[src/rtl/rf_pkg.sv]
package rf_pkg;
    // Write source chosen for a register at the next clock edge.
    typedef enum logic [1:0] {
        SRC_HOLD = 2'd0,
        SRC_PORT = 2'd1,
        SRC_STEP = 2'd2
    } wsrc_e;
endpackage

[src/rtl/rf_wr_sel.sv]
// Per-register write-source selector. Lowest-numbered enabled port that
// targets this register wins; otherwise HOLD, or STEP for the PC entry.
module rf_wr_sel
    import rf_pkg::*;
#(
    parameter int NWR   = 2,
    parameter int AW    = 4,
    parameter int IDX   = 0,
    parameter bit IS_PC = 1'b0,
    localparam int PW   = (NWR > 1) ? $clog2(NWR) : 1
) (
    input  logic [NWR-1:0]         wr_en,
    input  logic [NWR-1:0][AW-1:0] wr_addr,
    output wsrc_e                  src,
    output logic [PW-1:0]          port
);
    always_comb begin
        src  = IS_PC ? SRC_STEP : SRC_HOLD;
        port = '0;
        for (int p = NWR - 1; p >= 0; p--) begin
            if (wr_en[p] && (wr_addr[p] == AW'(IDX))) begin
                src  = SRC_PORT;
                port = PW'(p);
            end
        end
    end
endmodule

[src/rtl/rf_pc_step.sv]
// Dedicated PC adder: sequential step or taken jump.
module rf_pc_step #(
    parameter int DW   = 32,
    parameter int STEP = 8
) (
    input  logic [DW-1:0] pc,
    input  logic          taken,
    input  logic [DW-1:0] delta,
    output logic [DW-1:0] pc_next
);
    logic [DW-1:0] incr;
    always_comb begin
        incr    = taken ? delta : DW'(STEP);
        pc_next = pc + incr;
    end
endmodule

[src/rtl/rf_rd_port.sv]
// One asynchronous read port.
module rf_rd_port #(
    parameter int NREG = 16,
    parameter int DW   = 32,
    parameter int AW   = 4
) (
    input  logic [NREG-1:0][DW-1:0] regs,
    input  logic [AW-1:0]           addr,
    output logic [DW-1:0]           data
);
    always_comb begin
        data = regs[addr];
    end
endmodule

[src/rtl/regfile_pc.sv]
module regfile_pc
    import rf_pkg::*;
#(
    parameter int NREG = 16,
    parameter int DW   = 32,
    parameter int NRD  = 4,
    parameter int NWR  = 2,
    parameter int STEP = 8,
    localparam int AW     = $clog2(NREG),
    localparam int PC_IDX = NREG - 1,
    localparam int PW     = (NWR > 1) ? $clog2(NWR) : 1
) (
    input  logic                   clk,
    input  logic                   rst,
    input  logic [NRD-1:0][AW-1:0] rd_addr,
    output logic [NRD-1:0][DW-1:0] rd_data,
    input  logic [NWR-1:0]         wr_en,
    input  logic [NWR-1:0][AW-1:0] wr_addr,
    input  logic [NWR-1:0][DW-1:0] wr_data,
    input  logic                   jump_taken,
    input  logic [DW-1:0]          jump_delta,
    output logic [DW-1:0]          pc_out
);
    logic [DW-1:0]           regs_q [NREG];
    logic [NREG-1:0][DW-1:0] regs_flat;
    logic [DW-1:0]           pc_next;

    always_comb begin
        for (int i = 0; i < NREG; i++) begin
            regs_flat[i] = regs_q[i];
        end
    end

    assign pc_out = regs_q[PC_IDX];

    rf_pc_step #(.DW(DW), .STEP(STEP)) u_step (
        .pc      (regs_q[PC_IDX]),
        .taken   (jump_taken),
        .delta   (jump_delta),
        .pc_next (pc_next)
    );

    for (genvar g = 0; g < NREG; g++) begin : g_reg
        wsrc_e         src;
        logic [PW-1:0] port;

        rf_wr_sel #(
            .NWR   (NWR),
            .AW    (AW),
            .IDX   (g),
            .IS_PC (g == PC_IDX)
        ) u_sel (
            .wr_en   (wr_en),
            .wr_addr (wr_addr),
            .src     (src),
            .port    (port)
        );

        always_ff @(posedge clk) begin
            if (rst) begin
                regs_q[g] <= '0;
            end else begin
                unique case (src)
                    SRC_HOLD: regs_q[g] <= regs_q[g];
                    SRC_PORT: regs_q[g] <= wr_data[port];
                    SRC_STEP: regs_q[g] <= pc_next;
                    default:  regs_q[g] <= regs_q[g];
                endcase
            end
        end
    end

    for (genvar r = 0; r < NRD; r++) begin : g_rd
        rf_rd_port #(.NREG(NREG), .DW(DW), .AW(AW)) u_rd (
            .regs (regs_flat),
            .addr (rd_addr[r]),
            .data (rd_data[r])
        );
    end
endmodule

[config.mk]
export PLATFORM = sky130hd
export DESIGN_NAME = regfile_pc
export DESIGN_NICKNAME = d
export VERILOG_FILES = /design/src/rtl/rf_pkg.sv /design/src/rtl/rf_wr_sel.sv /design/src/rtl/rf_pc_step.sv /design/src/rtl/rf_rd_port.sv /design/src/rtl/regfile_pc.sv
export SDC_FILE = /design/constraint.sdc
export NUM_CORES = 2
export LEC_CHECK = 0
export BUFFER_PORTS_ARGS = -buffer_cell sky130_fd_sc_hd__buf_2
export CORE_ASPECT_RATIO = 1.1
export CORE_MARGIN = 5
export CORE_UTILIZATION = 55
export CTS_BUF_LIST = sky130_fd_sc_hd__clkbuf_8
export CTS_CLUSTER_DIAMETER = 50
export DETAILED_ROUTE_END_ITERATION = 8
export GPL_TIMING_DRIVEN = 0
export PLACE_DENSITY_LB_ADDON = 0.12
export SYNTH_ARGS = -nofsm -noshare
export SYNTH_HDL_FRONTEND = slang
export SYNTH_SLANG_ARGS = --single-unit
export TNS_END_PERCENT = 10
[constraint.sdc]
create_clock -name clk -period 3.38 [get_ports clk]
set_input_delay 0.169 -clock clk [delete_from_list [all_inputs] [get_ports clk]]
set_output_delay 0.169 -clock clk [all_outputs]
set_load 0.01 [all_outputs]
==> impl_metrics.toml <==
[grt]
grt_usage_pct = 47.8
grt_overflow = 0
antenna_found_initial = 11
first_global_vias = 35856
grt_max_degree = 33
grt_pass1_wl_um = 266000

[logic_synthesis]
synthTopCellsByArea = "edfxtp_1 38%, mux4_2 35%, nand2_1 9.3%"
avgSynthCellArea_um2 = 11.6
post_synth_num_cell_types = 62
synth_warnings = 0
yosysMostFrequentCell = "nand2_1"
netlist_instances = 3538
synth_largest_area_cell = "edfxtp_1"
synth-edff-count = 512
yosysSeqAreaShare_pct = 37.6
syn_area_um2 = 40900
synth_common_cells = "1013 x nand2_1, 640 x mux4_2, 519 x a21oi_1, 512 x edfxtp_1, 315 x clkbuf_1"
synth_top_area_share_pct = 37.6
ys.flop_type = "edfxtp_1"
ys_seq_elements = 512
synth-async-reset-ratio_pct = 0

[sta]
hold_violations = 0
final_max_slew_viol_count = 149
worst_pin_slew_ps = 1600
min_period_ps = 3480
rsz0062_at_grt = "yes"
setup_violations = 21
fin_skew_ps = 53.6
timing.hold.ws_ps = 21.3
fin_crit_sh_pct = 103
worst_slack_ps = -98.7
timing.slew.headroom_pct = -6.90
fmax_ghz = 0.287

[finish]
largest_reg_flops = 512
reg.largest.list = "regs_q x512"
nets = 4127
drive_above_1_share_pct = 28.2
stdcell_area_um2 = 46200
syn2layout_area_growth_pct = 12.9
regMostFlops = "regs_q"

[clock_network]
cts_buffers = 92
htree_levels = 3
clk_pin_slew_ps = 70
clk_latency_ps = 780
root_buffer = "clkbuf_8"
clock_sinks = 512
clk_path_buf_depth = 3
tritoncts = "built"

[power]
p_leak_uw = 0.0167
p_total_uw = 19600
vdd_drop_max_uv = 297
p_per_area_nw_per_um2 = 425

[flow_run]
drv_cap = 8

[hold_path]
min_delay_worst_endpoint = "regs_q[1][88]"
min_path_type = "primary input to register"
hold_depth = 3
min-delay-start = "wr_data[24]"

[floorplan]
core_area_um2 = 74200
die_h_um = 296
die_area_um2 = 80000
initial_core_util_pct = 55.1
die_width_um = 270
rows = 105
ioPinCount = 285

[place]
port-buffer-count = 214
place_area_um2 = 43400
hpwl_um = 135000
gp_congestion = 1.05

[setup_path]
reg2reg_slack_ps = 20
worstPathArrival_ps = 3310
critPathCaptureType = "primary output"
reg2reg_to = "regs_q[1][249]"
reg2reg_from = "regs_q[1][228]"
rr_worst_depth = 10
critPathKind = "primary input to primary output"
required_ps = 3210
critPathMaxFanout = 10
worst_setup_path_start_kind = "primary input"

[status]
violations = "design-rule violations, max-capacitance violations, max-slew violations, negative setup slack"
outcome = "complete, but fails checks"

[route]
post_drt_wl_per_cell_um = 39.1
drtIter0Drc = 7759
route.vias.total = 38383
firstDrtPassIters = 9
wl_um = 196000
vias_per_cell = 7.64
route.detailed.drc = 3
drtAntennaViolNets = 0
[layout by cell type, fill, tap and decap left out, types with 4 or more instances in the layout]
master         Yosys  routed
nand3_1           21      21
clkbuf_8           0      92
inv_1              2      30
dlygate4sd3_1      0      84
buf_2             76     290
a31oi_1            7       6
nand2_1         1013    1013
ha_1              31      30
mux2i_1           19      19
clkbuf_2           1       5
o21bai_1           4       4
mux4_2           640     640
a21oi_1          519     518
conb_1             1      32
a211oi_1           9       7
nor2_1            34      34
o21ai_0           32      31
o211ai_1           9       9
and3_1            11      11
buf_1             48      47
bufinv_16          0       8
o22ai_1           15      15
edfxtp_1         512     512
nand2b_1          20      19
o21ai_1            3       4
clkinv_1           0      17
nor2b_1            6       5
buf_4             33      39
nand4_1           10      10
xnor2_1           16      16
and2_1            35      35
a21o_1            22      22
xor2_1            12      12
clkinv_2           0      11
clkinvlp_4         0       6
or2_2             15      13
clkbuf_1         315     312
diode_2            0      16
[area by class of cell]
type	instances	area, µm²
fill	5953	28000
multi-input combinational	2582	23700
sequential	512	15400
timing repair buffer	307	2020
buffer	473	2000
clock buffer	92	1270
tap	963	1200
clock inverter	75	563
antenna	16	40.0
inverter	2	7.51
[through the flow]
step / setup TNS, ps / setup WS (ps) / std cells / util, %
after floorplan: 0 / 612 / 3569 / -
after global placement: -44030 / -1100 / 4746 / 58.4
after detailed placement: -6440 / -778 / 4748 / 58.4
after CTS: -74.9 / -74.9 / 5000 / 62.1
after global routing: -34.5 / -19.0 / 5007 / 62.2
final: -753 / -98.7 / 5022 / 62.3
[cell families after synthesis]
family | share of synthesized area [%]
multiplexers | 35.7
other | 0.00916
buffers and inverters | 4.89
adder cells (fa/ha/maj) | 0.997
AO/OA/AOI/OAI | 8.55
flip-flops | 37.6
AND/OR/NAND/NOR | 11.7
XOR/XNOR | 0.599
[metal layers]
| layer | share of wire, % | GRT usage (%) | vias to the layer above |
|---|---|---|---|
| met3 | 18 | 21.5 | 1272 |
| met5 | 0.071 | 0.234 | - |
| met2 | 41 | 68.1 | 4455 |
| li1 | - | - | 14377 |
| met1 | 30 | 56.4 | 18269 |
| met4 | 11 | 38.0 | 10 |
[power breakdown]
| part | switching [µW] | internal [µW] | leakage, µW | total (µW) |
|---|---|---|---|---|
| sequential | 572 | 7530 | 0.00497 | 8110 |
| combinational | 2960 | 2360 | 0.0107 | 5320 |
| clock | 3040 | 3180 | 0.00102 | 6220 |
| total | 6570 | 13100 | 0.0167 | 19600 |
[worst max-delay path: stages]
cell	delay [ps]
clkbuf_1	820
clkbuf_1	1180
mux4_2	440
mux4_2	520
buf_2	170
[worst max-delay path by stage]
stage / from / endpoint / slack (ps)
final: rd_addr[9] / rd_data[85] / -100
after CTS: regs_q[1][225] / regs_q[1][249] / -70
after global routing: regs_q[1][224] / regs_q[1][250] / -20
after global placement: rst / regs_q[0][9] / -1100
after floorplan: regs_q[1][224] / regs_q[1][252] / 610
after detailed placement: jump_taken / regs_q[1][249] / -780
[timing repair]
item | 4_1_cts | 5_1_grt
setup endpoints to repair | 12 | 10
hold buffers | 84 | 0
gates cloned | 0 | 0
gates resized for setup | 5 | 8
setup buffers | 1 | 5
pin swaps | 0 | 3
hold endpoints to repair | 157 | 0
No activity file was read; power rests on OpenSTA's default activity.
